`src/rtl/irq_mask_ctrl.sv`:
```
module irq_mask_ctrl #(
  parameter int AW = 8
) (
  input  logic          clk,
  input  logic          rst_n,
  input  logic [63:0]   irq_req,
  input  logic [AW-1:0] bus_addr,
  input  logic          bus_wr,
  input  logic          bus_byte,
  input  logic [31:0]   bus_wdata,
  output logic [31:0]   bus_rdata,
  output logic          bus_err,
  output logic [63:0]   pend,
  output logic          any_irq,
  output logic [5:0]    top_idx
);
  localparam logic [AW-1:0] OFS_HI  = AW'(8'h08);
  localparam logic [AW-1:0] OFS_LO  = AW'(8'h0c);
  localparam logic [AW-1:0] OFS_SET = AW'(8'h1c);
  localparam logic [AW-1:0] OFS_CLR = AW'(8'h1d);

  logic [63:0] mask_q;
  logic [63:0] sel_bit;
  logic [5:0]  idx_c;

  wire wr_hi  = bus_wr && !bus_byte && bus_addr == OFS_HI;
  wire wr_lo  = bus_wr && !bus_byte && bus_addr == OFS_LO;
  wire wr_set = bus_wr &&  bus_byte && bus_addr == OFS_SET;
  wire wr_clr = bus_wr &&  bus_byte && bus_addr == OFS_CLR;
  wire all_op = bus_wdata[6];

  assign sel_bit = 64'(1) << bus_wdata[5:0];

  always_ff @(posedge clk or negedge rst_n) begin
    if (!rst_n)      mask_q <= '1;
    else if (wr_hi)  mask_q[63:32] <= bus_wdata;
    else if (wr_lo)  mask_q[31:0]  <= bus_wdata;
    else if (wr_set) mask_q <= all_op ? '1 : (mask_q | sel_bit);
    else if (wr_clr) mask_q <= all_op ? '0 : (mask_q & ~sel_bit);
  end

  always_ff @(posedge clk or negedge rst_n) begin
    if (!rst_n) bus_err <= 1'b0;
    else        bus_err <= bus_wr && !(wr_hi || wr_lo || wr_set || wr_clr);
  end

  assign pend = irq_req & ~mask_q;

  always_comb begin
    idx_c = '0;
    for (int i = 0; i < 64; i++)
      if (pend[i]) idx_c = 6'(i);
  end

  always_ff @(posedge clk or negedge rst_n) begin
    if (!rst_n) begin
      any_irq <= 1'b0;
      top_idx <= '0;
    end else begin
      any_irq <= |pend;
      top_idx <= idx_c;
    end
  end

  assign bus_rdata = (bus_addr == OFS_HI) ? mask_q[63:32] :
                     (bus_addr == OFS_LO) ? mask_q[31:0]  : 32'h0;
endmodule


```
`config.mk`:
```
export PLATFORM = sky130hd
export DESIGN_NAME = irq_mask_ctrl
export DESIGN_NICKNAME = d
export VERILOG_FILES = /design/src/rtl/irq_mask_ctrl.sv
export SDC_FILE = /design/constraint.sdc
export NUM_CORES = 1
export LEC_CHECK = 0
export BUFFER_PORTS_ARGS = -buffer_cell sky130_fd_sc_hd__clkbuf_2
export CAP_MARGIN = 20
export CORE_MARGIN = 10
export CORE_UTILIZATION = 46
export DETAILED_ROUTE_END_ITERATION = 16
export PLACE_DENSITY = 0.88
export SYNTH_ARGS = -nofsm -noshare
export SYNTH_HDL_FRONTEND = slang
export SYNTH_SLANG_ARGS = --single-unit
```
`constraint.sdc`:
```
create_clock -name clk -period 2.35 [get_ports clk]
set_clock_uncertainty 0.1 [all_clocks]
set_input_delay 0.47 -clock clk [delete_from_list [all_inputs] [get_ports clk]]
set_output_delay 0.47 -clock clk [all_outputs]
set_load 0.02 [all_outputs]
```
==> results of run 1 <==
## worst paths after layout
check,from,to,depth (start not counted)
hold reg to reg,mask_q[0]$_DFFE_PN1P_,mask_q[0]$_DFFE_PN1P_,2
setup reg to reg,mask_q[38]$_DFFE_PN1P_,top_idx[2]$_DFF_PN0_,7
max in group asynchronous,rst_n,mask_q[31]$_DFFE_PN1P_,2
setup / recovery,bus_addr[1],bus_rdata[28],7
hold / removal,rst_n,any_irq$_DFF_PN0_,1
min in group clk,bus_wdata[9],mask_q[9]$_DFFE_PN1P_,3
## layout make-up
cell class,instances,area (um^2)
Clock inverter,6,68.82
Timing Repair Buffer,323,2446
Multi-Input combinational cell,586,3503
Clock buffer,10,229.0
Inverter,28,105.1
Tap cell,147,183.9
Fill cell,900,3593
Sequential cell,72,1882
## power by group
part	switching [W]	leakage (nW)	internal [W]
sequential	0.0000729	0.738	0.00135
combinational	0.000502	2.80	0.000322
clock	0.000571	0.143	0.000828
## layout by cell type (no fill, tap or decap), types with 6 or more instances in the layout
master and count:
sky130_fd_sc_hd__nand2_1 49, sky130_fd_sc_hd__buf_4 90, sky130_fd_sc_hd__or3_1 31, sky130_fd_sc_hd__nor4_1 13, sky130_fd_sc_hd__o21ai_0 68, sky130_fd_sc_hd__nor2b_1 50, sky130_fd_sc_hd__a22o_1 32, sky130_fd_sc_hd__clkbuf_16 12
sky130_fd_sc_hd__o21ai_1 7, sky130_fd_sc_hd__a31oi_1 34, sky130_fd_sc_hd__buf_12 14, sky130_fd_sc_hd__a211oi_1 6, sky130_fd_sc_hd__clkbuf_8 32, sky130_fd_sc_hd__nor2_1 58, sky130_fd_sc_hd__nand2b_1 30, sky130_fd_sc_hd__a21oi_1 79
sky130_fd_sc_hd__inv_1 27, sky130_fd_sc_hd__dfrtp_1 8, sky130_fd_sc_hd__and2_1 31, sky130_fd_sc_hd__dfstp_2 64, sky130_fd_sc_hd__o211ai_1 34, sky130_fd_sc_hd__nor3_1 11, sky130_fd_sc_hd__clkbuf_2 177
## state kept, by name, summed over array words and instances, names as in the netlist
name and count:
bus_err 1, mask_q 64, top_idx 6, any_irq 1
## layer usage
metal	vias up	track usage [%]
li1	3277	-
met1	3440	36.19
met2	688	48.47
met3	147	7.333
met4	0	12.82
met5	-	0
## through the flow
| step | setup WS [ns] | hold WS (ns) | cells | TNS, ns | cell area [um^2] |
|---|---|---|---|---|---|
| finish | -0.2826 | 0.02984 | 1172 | -8.471 | 8418 |
| global route | -0.3087 | 0.06501 | 1172 | -10.39 | 8418 |
| CTS | -0.2650 | 0.03987 | 1165 | -7.381 | 8230 |
| detailed placement | -0.2946 | 0.3977 | 1146 | -18.38 | 7592 |
| global placement | -0.2403 | 0.3867 | 1146 | -14.60 | 7592 |
| floorplan | -0.1121 | 0.07441 | 744 | -5.816 | 5699 |
## logic make-up (layout without fill, tap and decap cells)
group / after synthesis / after routing / synth area share [%]
flip-flops: 72 / 72 / 33.28
AO/OA/AOI/OAI: 276 / 276 / 29.98
AND/OR/NAND/NOR: 310 / 310 / 30.38
buffers and inverters: 86 / 367 / 6.351
## timing repair
item,CTS,global route
resized for setup,71,20
setup buffers,2,1
cloned,1,6
endpoints found under the setup margin,33,75
pin swaps,9,42
## critical path: cells and delay by family
family	cells	cell delay [ns]
AND/OR/NAND/NOR	2	0.81
buffers and inverters	4	0.59
AO/OA/AOI/OAI	1	0.19
==> metrics.md, run 1 <==
| Metric | Value |
|---|---|
| Cell at the root of the clock tree | sky130_fd_sc_hd__clkbuf_16 |
| HPWL reported at the end of detailed placement | just over 20000 um |
| Number of nets still failing antenna checks after routing | 0 |
| Met1 WL | roughly 9700 um |
| Highest metal layer with signal wires | met4 |
| Die X-Extent | 130.9 um |
| Final standard cell utilization of the core | 70.08% |
| Synth Register Bits | 72 |
| CP Data Required Time | 1.78 ns |
| Max-cap violations | 0 |
| Number of global-route vias before repair | ~7000 |
| Clock transition at the registers of the reported paths | around 0.060 ns |
| Skew-Pair Late Insertion Delay | around 0.34 ns |
| Number of antenna violations at the first check in global routing | 1 |
| Post-route setup slack | -0.2826 ns |
| WL/cell | between 20 and 25 um |
| Worst setup SP type | input pin |
| Setup repair after global routing missed its margin | yes |
| Antenna diode count | 0 |
| Worst-case clock buffer depth | 2 |
| Vias post-DR | roughly 7600 |
| Static leakage | approximately 3.7 nW |
| Starting DRC count in detailed routing | roughly 1100 |
| Share of Yosys cell area claimed by the top area cell type | 29.74% |
| Critical-path top delay cell | sky130_fd_sc_hd__or4b_4 |
| Worst hold path class | in2async |
| Max-slew violations | 0 |
| DRC violations left | 0 |
| Area of the placeable core | 12010 um^2 |
| Final clock period utilization by the worst path | 112.0% |
| Layout cells sized above 1 | 41.46% |
| Initial core utilization | 47.07% |
| Synthesized netlist net count | around 850 |
| Area grow syn2layout | 48.88% |
| Length of the first detailed-routing pass in iterations | 6 |
| Via count normalized by instance count | roughly 6.4 |
| Global-route usage over all layers | approximately 30% |
| Most used DFF post-synth | sky130_fd_sc_hd__dfstp_2 |
| Run status | finished with violations |
| Area of the die | roughly 17000 um^2 |
| Portion of the post-synthesis area used by sequential elements | 33.28% |
| H-tree level count | 3 |
| Area of the mapped netlist | between 5000 and 6000 um^2 |
| Count of hold buffers inserted by post-cts repair | 0 |
| Placer's final routability congestion estimate | around 1.0 |
| Cell Chain, Critical Path | buf_6, or4b_4, nor4b_4, buf_6, buf_12, a22o_1, clkbuf_8 |
| Slew at the pin with the worst max-slew slack | between 0.5 and 0.6 ns |
| Most area-consuming cells after synthesis | sky130_fd_sc_hd__dfstp_2 30%, sky130_fd_sc_hd__a21oi_1 7.0%, sky130_fd_sc_hd__o21ai_0 6.7% |
| Category of the critical setup timing path | in2out |
| Ranking of synthesized cells by instance count | 79 x sky130_fd_sc_hd__a21oi_1, 76 x sky130_fd_sc_hd__o21ai_0, 64 x sky130_fd_sc_hd__dfstp_2 |
| Count of yosys warnings during synthesis | 0 |
| CTS tree | done |
| Clock net sink count | between 70 and 80 |
| Critical path's largest stage delay | 0.57 ns |
| Total length of routed wires | 27500 um |
| Async set-reset flop share out of synthesis | 100.0% |
| Final Critical Period | approximately 2.6 ns |
| Sum of met2 wire segment lengths after detailed routing | ~12000 um |
| Height of the chip | 130.9 um |
| Most common cell in the netlist | sky130_fd_sc_hd__a21oi_1 |
| Internal reg-to-reg setup slack | 0.04 ns |
| Largest net degree at the start of global routing | slightly below 70 |
| Setup violators final | between 40 and 50 |
| Std cell rows | 40 |
| Amount of wire on met3 after detailed routing | approximately 3800 um |
| Total congestion overflow after global routing | 0 |
| Overall power of the completed layout | around 0.0036 W |
| Setup crit end kind | primary output |
| Number of hold-slack violations in the final timing report | 0 |
| Crit-path most repeated cell | sky130_fd_sc_hd__buf_6 |
| Slew margin rel. | around 60% |
| Global-route wire length before repair | just under 40000 um |
| Library cell occupying the most area in the post-synthesis netlist | sky130_fd_sc_hd__dfstp_2 |
| Post-synth EDFFs | 0 |
| NumNets Final | approximately 1100 |
| Number of buffers inserted during clock tree synthesis | 9 |
| Unique masters post-synth | 45 |
| Power density over the cells | 432.8 nW/um^2 |
| Number of top-level pins | ~210 |
| Count of input and output buffers | 211 |
| Failing checks | setup timing |
| Average instance area after synthesis | around 7.6 um^2 |
| Number of instances in the synthesized netlist | about 740 |
| WP data arrival | around 2.1 ns |
| Peak supply drop | 0.0003396 V |
| Maximum fanout encountered on the critical timing path | 8 |
| Top achievable clock speed | 0.3798 GHz |
No activity file was read; power rests on OpenSTA's default activity.
==> run 2: changes to the inputs <==
Settings changed: CORE_UTILIZATION 46 to 51, PLACE_DENSITY 0.88 to 0.92.
Clock period 2.35 ns to 2.8 ns, I/O delays scaled along.
==> metrics.md, run 2 (synthesis gave the netlist of run 1 again) <==
| Metric | Value |
|---|---|
| Run status | finished, final reports clean (was finished with violations) |
| Global-route usage over all layers | 28.33% (was 29.60%) |
| Cell Chain, Critical Path | clkbuf_2, or4b_4, nor4b_4, buf_6, buf_12, a22o_1, buf_4 (was buf_6, or4b_4, nor4b_4, buf_6, buf_12, a22o_1, clkbuf_8) |
| Final standard cell utilization of the core | 67.49% (was 70.08%) |
| Global-route wire length before repair | 36510 um (was 39250 um) |
| HPWL reported at the end of detailed placement | 18870 um (was 20380 um) |
| Setup crit end kind | primary output (unchanged) |
| Top achievable clock speed | around 0.36 GHz |
| H-tree level count | 3 (unchanged) |
| Layout cells sized above 1 | 35.27% (was 41.46%) |
| Number of hold-slack violations in the final timing report | 0 (unchanged) |
| Slew margin rel. | 54.86% (was 59.65%) |
| Total congestion overflow after global routing | 0 (unchanged) |
| Sum of buffers and inverters on the critical path | 4 (unchanged) |
| Final clock period utilization by the worst path | 99.65% |
| Clock net sink count | 72 (unchanged) |
| Number of top-level pins | 212 (unchanged) |
| Post-Layout Cell Count | 1087 (was 1172) |
| Via count normalized by instance count | 6.456 (was 6.444) |
| Number of global-route vias before repair | 6510 (was 7018) |
| DRC violations left | 0 (unchanged) |
| WL/cell | 22.25 um (was 23.47 um) |
| Antenna diode count | 0 (unchanged) |
| Slew at the pin with the worst max-slew slack | 0.6746 ns (was 0.5977 ns) |
| Starting DRC count in detailed routing | 1227 (was 1140) |
| Filler cells | 918 (was 900) |
| Total length of routed wires | 24180 um (was 27500 um) |
| Setup repair after global routing missed its margin | yes (unchanged) |
| Cell at the root of the clock tree | sky130_fd_sc_hd__clkbuf_8 (was sky130_fd_sc_hd__clkbuf_16) |
| Worst setup SP type | input pin (unchanged) |
| Setup violators final | 0 (was 47) |
| Area of the placeable core | 10840 um^2 (was 12010 um^2) |
| Placer's final routability congestion estimate | 0.9912 (was 1.013) |
| # placed instances | 1069 (was 1146) |
| Max-cap violations | 0 (unchanged) |
| Register with the most flip-flops | mask_q (unchanged) |
| Most frequent cells in the layout | 178 x sky130_fd_sc_hd__clkbuf_2, 79 x sky130_fd_sc_hd__a21oi_1, 76 x sky130_fd_sc_hd__o21ai_0 (was 177 x sky130_fd_sc_hd__clkbuf_2, 90 x sky130_fd_sc_hd__buf_4, 79 x sky130_fd_sc_hd__a21oi_1) |
| Global-route track usage on met1 | 36.50% (was 36.19%) |
| Top Registers | mask_q x64, top_idx x6 (unchanged) |
| Maximum fanout encountered on the critical timing path | 17 (was 8) |
| Die X-Extent | 125.3 um (was 130.9 um) |
| Category of the critical setup timing path | in2out (unchanged) |
| Worst hold path class | in2async (unchanged) |
| CP Data Required Time | 2.14 ns (was 1.78 ns) |
| Critical path's largest stage delay | 0.59 ns (was 0.57 ns) |
| Worst-case clock buffer depth | 2 (unchanged) |
| Std cell rows | 38 (was 40) |
| Max-slew violations | 0 (unchanged) |
| Skew-Pair Late Insertion Delay | 0.36 ns (was 0.34 ns) |
| Kind of cell adding the most delay to the critical path | simple AND/OR/NAND/NOR gates (unchanged) |
| WP data arrival | 2.13 ns (was 2.06 ns) |
| Final Critical Period | around 2.8 ns |
| Area of the die | 15700 um^2 (was 17130 um^2) |
| Number of nets still failing antenna checks after routing | 0 (unchanged) |
| Commonest non-fill, non-tap cell in the layout | sky130_fd_sc_hd__clkbuf_2 (unchanged) |
| Critical-path top delay cell | sky130_fd_sc_hd__or4b_4 (unchanged) |
| Count of input and output buffers | 211 (unchanged) |
| Power density over the cells | 358.3 nW/um^2 (was 432.8 nW/um^2) |
| Area grow syn2layout | 29.39% (was 48.88%) |
| Length of the first detailed-routing pass in iterations | 9 (was 6) |
| Initial core utilization | 52.16% (was 47.07%) |
| Met2 track utilization from global routing | 45.48% (was 48.47%) |
| Busiest layer in global routing | met2 (unchanged) |
| GR Util met3 | 6.379% (was 7.333%) |
| Largest net degree at the start of global routing | 73 (was 69) |
| Height of the chip | 125.3 um (was 130.9 um) |
| Static leakage | 3.147 nW (was 3.684 nW) |
| Number of flip-flops in the largest register | 64 (unchanged) |
| Number of antenna violations at the first check in global routing | 0 (was 1) |
| Number of buffers inserted during clock tree synthesis | 9 (unchanged) |
| NumNets Final | 1051 (was 1128) |
| Clock transition at the registers of the reported paths | 0.08 ns (was 0.06 ns) |
| CTS tree | done (unchanged) |
| Vias post-DR | 7018 (was 7552) |
| Peak supply drop | 0.0002673 V (was 0.0003396 V) |
run 2: metrics by stage:
step	setup TNS [ns]	cell area, um^2	hold WS [ns]	total power [W]	worst slack [ns]
floorplan	0	5663	0.1644	0.001510	0.07439
global placement	0	6983	0.4016	0.001775	0.06450
detailed placement	0	6983	0.4208	0.001784	0.009407
CTS	0	7169	0.1307	0.002600	0.006857
global route	-0.4567	7316	0.1524	0.002710	-0.03315
finish	0	7316	0.1047	0.002622	0.009855
run 2: path summary, 6_finish.rpt:
check / start / to / slack [ns] / depth (start not counted)
max: bus_addr[1] / bus_rdata[12] / 0.01 / 7
min: rst_n / top_idx[3]$_DFF_PN0_ / 0.10 / 2
max reg2reg: mask_q[44]$_DFFE_PN1P_ / top_idx[2]$_DFF_PN0_ / 0.19 / 7
min reg2reg: mask_q[0]$_DFFE_PN1P_ / mask_q[0]$_DFFE_PN1P_ / 0.43 / 2
max in group asynchronous: rst_n / mask_q[40]$_DFFE_PN1P_ / 2.12 / 2
min in group clk: bus_wdata[13] / mask_q[45]$_DFFE_PN1P_ / 0.33 / 3
run 2: timing repair:
item / in CTS / in global routing
gates resized for setup: 0 / 71
setup buffers: 0 / 2
setup endpoints to repair: 0 / 32
hold buffers: 0 / 0
run 2: report_power, final:
| group | switching [W] | total, W | internal [W] |
|---|---|---|---|
| Sequential | 0.0000686 | 0.00120 | 0.00113 |
| Clock | 0.000406 | 0.000833 | 0.000427 |
| Combinational | 0.000380 | 0.000589 | 0.000209 |
| Total | 0.000854 | 0.00262 | 0.00177 |
run 2: per-layer routing:
layer  vias up  routed length [um]
li1       3100                   -
met1      3284                9082
met2       553               11360
met3        81                2888
met4         0                 851
met5         -                   0
run 2: layout make-up:
class / instances / area [um^2] / area share [%]
sequential: 72 / 1882 / 25.72
clock inverter: 4 / 45.04 / 0.6157
inverter: 28 / 105.1 / 1.437
multi-input combinational: 586 / 3425 / 46.81
timing repair buffer: 246 / 1543 / 21.09
tap: 140 / 175.2 / 2.394
clock buffer: 11 / 141.4 / 1.933
